**config.mk**
```make
export PLATFORM = sky130hd
export DESIGN_NAME = mdu_core
export DESIGN_NICKNAME = d
export VERILOG_FILES = /design/src/rtl/mdu_pkg.sv /design/src/rtl/mdu_ctrl.sv /design/src/rtl/mdu_mul.sv /design/src/rtl/mdu_div.sv /design/src/rtl/mdu_core.sv
export SDC_FILE = /design/constraint.sdc
export NUM_CORES = 1
export LEC_CHECK = 0
export CORE_ASPECT_RATIO = 1.25
export CORE_MARGIN = 8
export CORE_UTILIZATION = 40
export CTS_CLUSTER_SIZE = 16
export DETAILED_ROUTE_END_ITERATION = 7
export GPL_ROUTABILITY_DRIVEN = 0
export PLACE_DENSITY = 0.68
export RECOVER_POWER = 100
export SLEW_MARGIN = 10
export SYNTH_ARGS = -nofsm -noshare
export SYNTH_HDL_FRONTEND = slang
export SYNTH_HIERARCHICAL = 1
export SYNTH_SLANG_ARGS = --single-unit
export TNS_END_PERCENT = 5
```
**constraint.sdc**
```tcl
create_clock -name clk -period 8.65 [get_ports clk]
set_input_delay 1.73 -clock clk [delete_from_list [all_inputs] [get_ports clk]]
set_output_delay 1.73 -clock clk [all_outputs]
set_load 0.01 [all_outputs]
```
**src/rtl/mdu_pkg.sv**
```systemverilog
`timescale 1ns/1ps
// mdu_pkg: shared operation encoding for the multiply/divide unit.
// Assumes bit 1 of the code selects divide and bit 0 selects the long form.
package mdu_pkg;

    typedef enum logic [1:0] {
        OP_MUL_S = 2'b00,
        OP_MUL_L = 2'b01,
        OP_DIV_S = 2'b10,
        OP_DIV_L = 2'b11
    } mdu_op_e;

    function automatic logic op_is_div(input mdu_op_e op);
        return op[1];
    endfunction

    function automatic logic op_is_long(input mdu_op_e op);
        return op[0];
    endfunction

endpackage

```
**src/rtl/mdu_ctrl.sv**
```systemverilog
`timescale 1ns/1ps
// mdu_ctrl: sequences one operation. It accepts a start only when idle,
// loads a per-operation countdown, and produces the load/step strobes for
// the datapaths together with busy and done.
// Assumes each latency parameter is at least 1 and at most LAT_MAX.
module mdu_ctrl
    import mdu_pkg::*;
#(
    parameter int LAT_MS = 5,
    parameter int LAT_ML = 12,
    parameter int LAT_DS = 8,
    parameter int LAT_DL = 12
) (
    input  logic    clk,
    input  logic    rst_n,
    input  logic    start_i,
    input  mdu_op_e op_i,
    output logic    load_o,
    output logic    step_o,
    output mdu_op_e op_act_o,
    output mdu_op_e op_q_o,
    output logic    busy_o,
    output logic    done_o
);
    localparam int LAT_A   = (LAT_MS > LAT_ML) ? LAT_MS : LAT_ML;
    localparam int LAT_B   = (LAT_DS > LAT_DL) ? LAT_DS : LAT_DL;
    localparam int LAT_MAX = (LAT_A > LAT_B) ? LAT_A : LAT_B;
    localparam int CNT_W   = (LAT_MAX > 2) ? $clog2(LAT_MAX) : 1;

    logic             busy_q;
    logic [CNT_W-1:0] cnt_q;
    mdu_op_e          op_q;

    function automatic int lat_of(input mdu_op_e op);
        case (op)
            OP_MUL_S: return LAT_MS;
            OP_MUL_L: return LAT_ML;
            OP_DIV_S: return LAT_DS;
            default:  return LAT_DL;
        endcase
    endfunction

    // Accept a new operation only while idle.
    assign load_o   = start_i & ~busy_q;
    // Datapath advances on the load edge and every busy edge except the last.
    assign step_o   = load_o | (busy_q & (cnt_q != '0));
    assign op_act_o = load_o ? op_i : op_q;
    assign op_q_o   = op_q;
    assign busy_o   = busy_q;
    assign done_o   = busy_q & (cnt_q == '0);

    // Countdown and operation register.
    always_ff @(posedge clk) begin
        if (!rst_n) begin
            busy_q <= 1'b0;
            cnt_q  <= '0;
            op_q   <= OP_MUL_S;
        end else if (load_o) begin
            busy_q <= 1'b1;
            cnt_q  <= CNT_W'(lat_of(op_i) - 1);
            op_q   <= op_i;
        end else if (busy_q) begin
            if (cnt_q == '0) busy_q <= 1'b0;
            else             cnt_q  <= cnt_q - 1'b1;
        end
    end


    lat_start_chk: assert property (@(posedge clk) disable iff (!rst_n)
        $rose(busy_q) |-> (cnt_q == CNT_W'(lat_of(op_q) - 1)));

    busy_run_chk: assert property (@(posedge clk) disable iff (!rst_n)
        (busy_q && cnt_q != '0) |=> (busy_q && cnt_q == $past(cnt_q) - 1'b1));

    done_end_chk: assert property (@(posedge clk) disable iff (!rst_n)
        done_o |=> (!busy_o && !done_o));

    start_busy_chk: assert property (@(posedge clk) disable iff (!rst_n)
        (busy_q && start_i) |=> $stable(op_q));

endmodule

```
**src/rtl/mdu_mul.sv**
```systemverilog
`timescale 1ns/1ps
// mdu_mul: shift-add multiplier retiring BITS multiplier bits per step.
// Assumes operands arrive already masked to the active form. Extra steps
// after the multiplier is exhausted leave the product unchanged.
module mdu_mul #(
    parameter int A_W  = 24,
    parameter int B_W  = 16,
    parameter int BITS = 2,
    localparam int P_W = A_W + B_W
) (
    input  logic           clk,
    input  logic           rst_n,
    input  logic           load_i,
    input  logic           step_i,
    input  logic [A_W-1:0] a_i,
    input  logic [B_W-1:0] b_i,
    output logic [P_W-1:0] prod_o
);
    logic [P_W-1:0] acc_q, mc_q;
    logic [B_W-1:0] mp_q;

    logic [P_W-1:0] acc_c [0:BITS];
    logic [P_W-1:0] mc_c  [0:BITS];
    logic [B_W-1:0] mp_c  [0:BITS];

    // Chain input: fresh operands on load, otherwise the stored state.
    assign acc_c[0] = load_i ? '0 : acc_q;
    assign mc_c[0]  = load_i ? P_W'(a_i) : mc_q;
    assign mp_c[0]  = load_i ? b_i : mp_q;

    // One conditional add per retired multiplier bit.
    for (genvar g = 0; g < BITS; g++) begin : g_bit
        assign acc_c[g+1] = acc_c[g] + (mp_c[g][0] ? mc_c[g] : '0);
        assign mc_c[g+1]  = mc_c[g] << 1;
        assign mp_c[g+1]  = mp_c[g] >> 1;
    end

    // State update on each step.
    always_ff @(posedge clk) begin
        if (!rst_n) begin
            acc_q <= '0;
            mc_q  <= '0;
            mp_q  <= '0;
        end else if (step_i) begin
            acc_q <= acc_c[BITS];
            mc_q  <= mc_c[BITS];
            mp_q  <= mp_c[BITS];
        end
    end

    assign prod_o = acc_q;


    mul_idle_chk: assert property (@(posedge clk) disable iff (!rst_n)
        (step_i && !load_i && mp_q == '0) |=> $stable(acc_q));

endmodule

```
**src/rtl/mdu_div.sv**
```systemverilog
`timescale 1ns/1ps
// mdu_div: restoring divider producing BITS quotient bits per step.
// Assumes the dividend is left-aligned in N_W bits. For a zero divisor every
// quotient bit is 1 and the dividend bits collect in the remainder register.
module mdu_div #(
    parameter int N_W  = 24,
    parameter int D_W  = 16,
    parameter int BITS = 2,
    localparam int R_W = D_W + 1
) (
    input  logic           clk,
    input  logic           rst_n,
    input  logic           load_i,
    input  logic           step_i,
    input  logic [N_W-1:0] dvd_i,
    input  logic [D_W-1:0] dvs_i,
    output logic [N_W-1:0] quo_o,
    output logic [D_W-1:0] rem_o
);
    logic [N_W-1:0] q_q;
    logic [R_W-1:0] r_q;
    logic [D_W-1:0] d_q;

    logic [D_W-1:0] d_cur;
    logic [R_W-1:0] d_ext;
    logic [N_W-1:0] q_c [0:BITS];
    logic [R_W-1:0] r_c [0:BITS];

    // Chain input: fresh operands on load, otherwise the stored state.
    assign d_cur  = load_i ? dvs_i : d_q;
    assign d_ext  = {1'b0, d_cur};
    assign q_c[0] = load_i ? dvd_i : q_q;
    assign r_c[0] = load_i ? '0 : r_q;

    // One shift/compare/subtract stage per quotient bit.
    for (genvar g = 0; g < BITS; g++) begin : g_stage
        logic [R_W-1:0] trial;
        logic           fits;
        assign trial      = {r_c[g][D_W-1:0], q_c[g][N_W-1]};
        assign fits       = (trial >= d_ext);
        assign r_c[g+1]   = fits ? (trial - d_ext) : trial;
        assign q_c[g+1]   = {q_c[g][N_W-2:0], fits};
    end

    // State update on each step.
    always_ff @(posedge clk) begin
        if (!rst_n) begin
            q_q <= '0;
            r_q <= '0;
            d_q <= '0;
        end else if (step_i) begin
            q_q <= q_c[BITS];
            r_q <= r_c[BITS];
            d_q <= d_cur;
        end
    end

    assign quo_o = q_q;
    assign rem_o = r_q[D_W-1:0];


    rem_bound_chk: assert property (@(posedge clk) disable iff (!rst_n)
        (d_q != '0) |-> (r_q < {1'b0, d_q}));

endmodule

```
**src/rtl/mdu_core.sv**
```systemverilog
`timescale 1ns/1ps
// mdu_core: unsigned multiply/divide unit with a fixed latency per operation.
// Masks the operands for the short forms, routes them to the multiplier or
// divider, and selects the outputs by the operation in flight.
// Assumes LAT_DS*DIV_BITS == AS_W and LAT_DL*DIV_BITS == A_W, and that each
// multiply latency covers its multiplier width at MUL_BITS bits per cycle.
module mdu_core
    import mdu_pkg::*;
#(
    parameter int A_W      = 24,
    parameter int B_W      = 16,
    parameter int AS_W     = 16,
    parameter int BS_W     = 8,
    parameter int MUL_BITS = 2,
    parameter int DIV_BITS = 2,
    parameter int LAT_MS   = 5,
    parameter int LAT_ML   = 12,
    parameter int LAT_DS   = 8,
    parameter int LAT_DL   = 12,
    localparam int P_W     = A_W + B_W
) (
    input  logic           clk,
    input  logic           rst_n,
    input  logic           start_i,
    input  logic [1:0]     op_i,
    input  logic [A_W-1:0] opa_i,
    input  logic [B_W-1:0] opb_i,
    output logic           busy_o,
    output logic           done_o,
    output logic [P_W-1:0] result_o,
    output logic [B_W-1:0] rem_o,
    output logic           div0_o
);
    localparam int PAD_W = A_W - AS_W;

    mdu_op_e        op_in, op_act, op_q;
    logic           load, step;
    logic           short_in;
    logic [A_W-1:0] a_mask, dvd_al;
    logic [B_W-1:0] b_mask;
    logic [P_W-1:0] prod;
    logic [A_W-1:0] quo;
    logic [B_W-1:0] rem;
    logic           div0_q;

    assign op_in    = mdu_op_e'(op_i);
    assign short_in = ~op_is_long(op_in);

    // Operand masking and alignment for the short forms.
    assign a_mask = short_in ? A_W'(opa_i[AS_W-1:0]) : opa_i;
    assign b_mask = short_in ? B_W'(opb_i[BS_W-1:0]) : opb_i;
    assign dvd_al = short_in ? {opa_i[AS_W-1:0], {PAD_W{1'b0}}} : opa_i;

    mdu_ctrl #(
        .LAT_MS(LAT_MS), .LAT_ML(LAT_ML), .LAT_DS(LAT_DS), .LAT_DL(LAT_DL)
    ) u_ctrl (
        .clk(clk), .rst_n(rst_n), .start_i(start_i), .op_i(op_in),
        .load_o(load), .step_o(step), .op_act_o(op_act), .op_q_o(op_q),
        .busy_o(busy_o), .done_o(done_o)
    );

    mdu_mul #(.A_W(A_W), .B_W(B_W), .BITS(MUL_BITS)) u_mul (
        .clk(clk), .rst_n(rst_n),
        .load_i(load & ~op_is_div(op_in)),
        .step_i(step & ~op_is_div(op_act)),
        .a_i(a_mask), .b_i(b_mask), .prod_o(prod)
    );

    mdu_div #(.N_W(A_W), .D_W(B_W), .BITS(DIV_BITS)) u_div (
        .clk(clk), .rst_n(rst_n),
        .load_i(load & op_is_div(op_in)),
        .step_i(step & op_is_div(op_act)),
        .dvd_i(dvd_al), .dvs_i(b_mask), .quo_o(quo), .rem_o(rem)
    );

    // Zero-divisor flag captured with the operands.
    always_ff @(posedge clk) begin
        if (!rst_n)    div0_q <= 1'b0;
        else if (load) div0_q <= op_is_div(op_in) & (b_mask == '0);
    end

    // Output selection by the operation in flight.
    always_comb begin
        if (!op_is_div(op_q)) begin
            result_o = prod;
            rem_o    = '0;
        end else begin
            result_o = op_is_long(op_q) ? P_W'(quo) : P_W'(quo[AS_W-1:0]);
            rem_o    = rem;
        end
    end
    assign div0_o = div0_q;


    div0_ones_chk: assert property (@(posedge clk) disable iff (!rst_n)
        (done_o && div0_o) |-> (op_is_long(op_q) ? (result_o == P_W'({A_W{1'b1}}))
                                                 : (result_o == P_W'({AS_W{1'b1}}))));

    hold_chk: assert property (@(posedge clk) disable iff (!rst_n)
        (!busy_o && !start_i) |=> ($stable(result_o) && $stable(rem_o) && $stable(div0_o)));

endmodule

```
# Word level (Yosys, flattened, before mapping)
# Index checks and enable logic that the tools add are counted.
[word_totals] mem_bits_rw=0 memories=0 rom_bits=0 latchBits=0 ff_bits=156 inputBits=45
[classes] n_reduce_logical=6 addsub=6 n_eq_ne=2 mux=26 div_mod_pow=0 n_mul=0 bitwise=12 magnitude_cmp=2 n_shift=0
[ops] op="$mux 40" n=5
[ops] op="$mux 16" n=7
[ops] op="$mux 24" n=4
[ops] op="$add 40x40->40" n=2
[ops] op="$ge 17x16->1" n=2
[ops] op="$sub 16x16->16" n=2
[ops] op="$mux 4" n=5
[ops] op="$logic_not 16->1" n=1
[ops] op="$and 1x1->1" n=8
[ops] op="$pmux 4 s2" n=1
[ops] op="$logic_not 4->1" n=1
[ops] op="$reduce_bool 4->1" n=1
[ops] op="$sub 4x1->4 const B" n=1
[ops] op="$sub 4x2->4 const B" n=1
[ops] op="$mux 1" n=3
[ops] op="$not 1->1" n=3
[ops] op="$eq 2x2->1 const B" n=1
[ops] op="$logic_not 2->1" n=1
[ops] op="$mux 2" n=1
[ops] op="$ne 2x2->1 const B" n=1
[ops] op="$reduce_and 2->1" n=1
[ops] op="$reduce_bool 2->1" n=1
[ops] op="$or 1x1->1" n=1

# Logic depth before layout (Yosys ltp)
[depth] depth_word=8 ltp_mapped=26 ltp_nobuf=21

# By module
# Netlist, hierarchy kept.
[modules_own_cells] module="mdu_mul" area_each_um2=7636.1 seq_area_each_um2=1841.8 n_inst=1 cells_each=984
[modules_own_cells] module="mdu_div" area_each_um2=4237.8 seq_area_each_um2=1121.1 n_inst=1 cells_each=487
[modules_own_cells] module="mdu_core" area_each_um2=978.4 seq_area_each_um2=20.0 n_inst=1 cells_each=136
[modules_own_cells] module="mdu_ctrl" area_each_um2=410.4 seq_area_each_um2=140.1 n_inst=1 cells_each=45

# Least setup slack after synthesis
# No wires, ideal clock.
[synth_path] kind="input-to-reg" startpoint="input start_i" endpoint="register u_div.r_q[0]" n_path_buf=5 path_stages=24 setup_ns=0.122 slack_ns=1.466 arrival_time_ns=7.062 cell_sequence="nand2b_1 -> inv_1 -> and2_1 -> clkbuf_1 -> buf_1 -> buf_1 -> mux2i_1 -> ha_1 -> a21o_1 -> o32ai_1 -> a31oi_2 -> o21ai_2 -> clkbuf_1 -> mux2i_1 -> ha_1 -> nor2b_1 -> o21ai_0 -> a21oi_1 -> o211ai_1 -> a31oi_1 -> a211oi_2 -> buf_4 -> nor4b_1 -> a311o_1"
[synth_between] elab_chain_cells=7 elab_cells_between_ends=14
[synth_rtl] element="start, declared" line_no="mdu_core.sv:24" source="input logic start_i,"
[synth_rtl] element="$and 1x1->1 *" line_no="mdu_ctrl.sv:44" source="assign load_o = start_i & ~busy_q;"
[synth_rtl] element="via load" line_no="mdu_core.sv:37" source="logic load, step;"
[synth_rtl] element="$and 1x1->1" line_no="mdu_core.sv:71" source=".load_i(load & op_is_div(op_in)),"
[synth_rtl] element="$mux 24, or another cell as far along" line_no="mdu_div.sv:32" source="assign q_c[0] = load_i ? dvd_i : q_q;"
[synth_rtl] element="$sub 16x16->16 / $ge 17x16->1 (equally long branches)" line_no="mdu_div.sv:41, mdu_div.sv:40"
[synth_rtl] element="$mux 16" line_no="mdu_div.sv:41" source="assign r_c[g+1] = fits ? (trial - d_ext) : trial;"
[synth_rtl] element="$ge 17x16->1" line_no="mdu_div.sv:40" source="assign fits = (trial >= d_ext);"
[synth_rtl] element="$mux 16" line_no="mdu_div.sv:41"
[synth_rtl] element="end signal, assigned" line_no="mdu_div.sv:53" source="r_q <= r_c[BITS];"
[synth_rtl] element="end, declared" line_no="mdu_div.sv:21" source="logic [R_W-1:0] r_q;"
# The timed path passes the listed nets; every way through them passes the cells marked *.
# A chain may end at the register's enable or synchronous reset.

# Final worst setup path
[layout_path] startpoint="input start_i" endpoint="register u_div.r_q[12]"
[layout_between] elab_chain_cells=7 elab_cells_between_ends=14
[layout_rtl] element="$and 1x1->1 *" line_no="mdu_ctrl.sv:44"
[layout_rtl] element="via load" line_no="mdu_core.sv:37"
[layout_rtl] element="$and 1x1->1" line_no="mdu_core.sv:71"
[layout_rtl] element="$mux 24, or another cell as far along" line_no="mdu_div.sv:32"
[layout_rtl] element="$sub 16x16->16 / $ge 17x16->1 (equally long branches)" line_no="mdu_div.sv:41, mdu_div.sv:40"
[layout_rtl] element="$mux 16" line_no="mdu_div.sv:41"
[layout_rtl] element="$sub 16x16->16 / $ge 17x16->1 (equally long branches)" line_no="mdu_div.sv:41, mdu_div.sv:40"
[layout_rtl] element="$mux 16" line_no="mdu_div.sv:41"
# Marked as above.

==> run summary <==
Area overhead of the layout relative to synthesis: 14.0%
RSZ-0062 raised after global routing: no
CP max FO: 22
Number of cells on the worst hold path: 2
Width of the die: 179 um
Worst Hold Launch: u_mul/mc_q[39]
Number of max-slew violations in the final report: 333
Max Cap Violations: 6
Ports placed on the boundary: 104
Number of violations reported at the end of detailed-routing iteration 0: 1074
Share of the clock period used by the worst path: 91.9%
Post-CTS setup buffer count: 0
Wirelength per Cell: 18.5 um
Count of hold-fix buffers inserted at cts: 0
Post-synth top flop: dfxtp_1
Starting density of the core: 40.6%
Commonest non-fill, non-tap cells in the layout: nand2_1 (202), dfxtp_1 (155), nor2_1 (136)
Num rows: 74
Insertion delay of the later-clocked pin in the worst-skew pair: 440 ps
Drt first pass iters: 6
WHS Endpoint: u_mul/mc_q[39]
Share of final-layout standard cells stronger than drive strength 1: 7.87%
Placed standard-cell area: 14500 um^2
Logic depth of the worst register-to-register path: 7
Nets in the synthesized netlist: 1811
Power per Cell Area: 248 nW/um^2
Net count reported at finish: 1848
Number of setup violations in the final report: 0
Estimated wirelength of the detail-placed design: 29000 um
Antenna cell count: 0
Total of warnings raised by yosys: 6
Final routed wirelength across all metal layers: 39300 um
Worst min-delay path class: reg -> reg
Share of async-settable or async-resettable flops after synthesis: 0%
Area inside the core boundary: 32700 um^2
CTS Buf Count: 17
Data arrival time at the worst-slack endpoint: 8280 ps
Maximum clock rate: 0.126 GHz
Final hold viol count: 0
Shortest clock period the worst path allows after layout: 7950 ps
CTS root buffer: clkbuf_16
Global-route wire length before repair: 63400 um
Reg-to-Reg End: u_div/r_q[12]
PnR Total Power: 3.74 mW
Per-cell via count in the routed design: 5.72
Overall via count from detail_route: 12124
Sequential-to-total area share from yosys stat: 23.5%
EDFF count, synth: 0
Number of synthesized register bits: 156
Number of antenna violations at the first check in global routing: 0
Die Y: 220 um
Longest Clk Path Bufs: 2
Slew @ Worst Pin: 3910 ps
GRT overflow: 0
Peak supply drop: 0.240 mV
Drt drc: 0
Synth area leaders: dfxtp_1 (24%), ha_1 (6.9%), fa_1 (6.2%), mux2i_1 (6.1%), nand2_1 (5.7%)
R2R setup slack: 1010 ps
Cell leakage power: 6.76 nW
GRT Resource Usage Total: 20.0%
Total of cells resized after clock tree synthesis: 0
Average cell area after synthesis: 8.03 um^2
CP Class: in -> reg
Top cell type's share of synthesized area: 23.5%
Pin count of the biggest net entering global routing: 94
Die Outline Area: 39300 um^2
Worst clock skew: 10.9 ps
Most common cell after layout, fill and taps aside: nand2_1
Worst setup slack before clock tree synthesis: 646 ps
Violations in the final reports: max-capacitance violations, max-slew violations
Synthesized area: 13300 um^2
Antenna Violating Nets Remaining: 0
Design area: 15100 um^2
Kind of start point of the critical path: input port
Clock input transition at the sequential cells of the worst setup and hold paths: 60 ps
Vias in the first global route: 11970
Clock H-tree levels: 4
Smallest setup slack after layout: 698 ps
Cell type with the largest total area after synthesis: dfxtp_1
Fin Setup TNS: 0 ps
Count of different cell masters after synthesis: 94
Outcome: finished, violations left
IO buf count: 103
Max-Slew Margin vs Limit: -160%
Sinks on Clock Net: 156
Final core occ: 46.3%
Required time of the critical path: 8980 ps
Synthesized netlist cell count: 1652
CTS tree: done
Startpoint of the most critical register-to-register path: u_ctrl/op_q_o[1]
Setup crit end kind: flop
cells by family (layout without fill, tap and decap cells):
| kind of cell | after synthesis | after routing | synth area share, % |
|---|---|---|---|
| AO/OA/AOI/OAI | 368 | 368 | 20.2 |
| XOR/XNOR | 40 | 40 | 2.64 |
| adder cells (fa/ha/maj) | 114 | 114 | 13.1 |
| buffers and inverters | 213 | 263 | 6.54 |
| flip-flops | 156 | 156 | 23.5 |
| multiplexers | 139 | 139 | 11.0 |
| AND/OR/NAND/NOR | 622 | 622 | 23.0 |
stage by stage:
stage	cells	hold WS [ps]
after global placement	2088	439
after detailed placement	2088	448
after floorplan	1652	432
after global routing	2120	487
after CTS	2120	456
final	2120	453
cell type report:
cell class,count,area (um^2)
repair buffers,120,1150
multi-input cells,1283,9260
clock inverters,13,214
clock buffers,19,433
well taps,418,523
inverters,111,417
fillers,3167,17600
flip-flops and latches,156,3120
flip-flops by register name (all words and copies together), names as in the netlist:
signal / flops
u_mul/mc_q: 38
u_ctrl/cnt_q: 4
u_div/quo_o: 24
u_div/d_q: 16
u_mul/mp_q: 14
div0_o: 1
u_div/r_q: 16
u_ctrl/op_q_o: 2
u_ctrl/busy_o: 1
u_mul/prod_o: 40
critical path, cell delays in order:
cell	delay, ps
dlygate4sd3_1	620
nand2b_1	180
inv_1	120
and2_2	530
clkbuf_1	360
mux2i_1	390
ha_1	350
o21a_1	140
a21oi_1	210
o311ai_0	190
o21ai_2	710
buf_4	330
mux2i_1	290
inv_1	90
ha_1	440
nand4_1	130
nor4_1	450
a211o_1	210
a211oi_2	50
buf_4	250
or3_1	370
o2111a_1	130
how the worst max path moves through the flow:
stage / startpoint / to / slack (ps) / cells after the start
finish: start_i / u_div/r_q[12] / 700 / 22
global route: start_i / u_div/r_q[1] / 400 / 22
CTS: start_i / u_div/r_q[12] / 1070 / 21
detailed placement: start_i / u_div/r_q[12] / 650 / 21
global placement: start_i / u_div/r_q[0] / 800 / 22
floorplan: start_i / u_div/r_q[0] / 1470 / 24
layer usage:
metal	wire length, um	share of wire (%)	track usage [%]
met4	1450	3.7	9.08
met5	0	0	0
met3	1790	4.5	2.60
met1	16600	42	24.1
met2	19400	49	34.6
where the power goes:
part	total (mW)	internal (mW)	switching (mW)
clock	0.842	0.515	0.326
combinational	2.05	0.834	1.21
sequential	0.855	0.796	0.0595
cell usage after synthesis, types with 14 or more instances:
cell      number
a211oi_1      24
a21o_1        33
a21oi_1       83
and2_1        47
clkbuf_1      69
dfxtp_1      156
fa_1          41
ha_1          73
inv_1        111
mux2_2        58
mux2i_1       81
nand2_1      202
nand2b_1      44
nand3_1       29
nand4_1       19
nor2_1       136
nor2b_1       42
nor3_1        40
o211a_1       40
o211ai_1      14
o21ai_0       67
xnor2_1       22
xor2_1        18
Note: power is estimated with default switching activity, not from simulation.
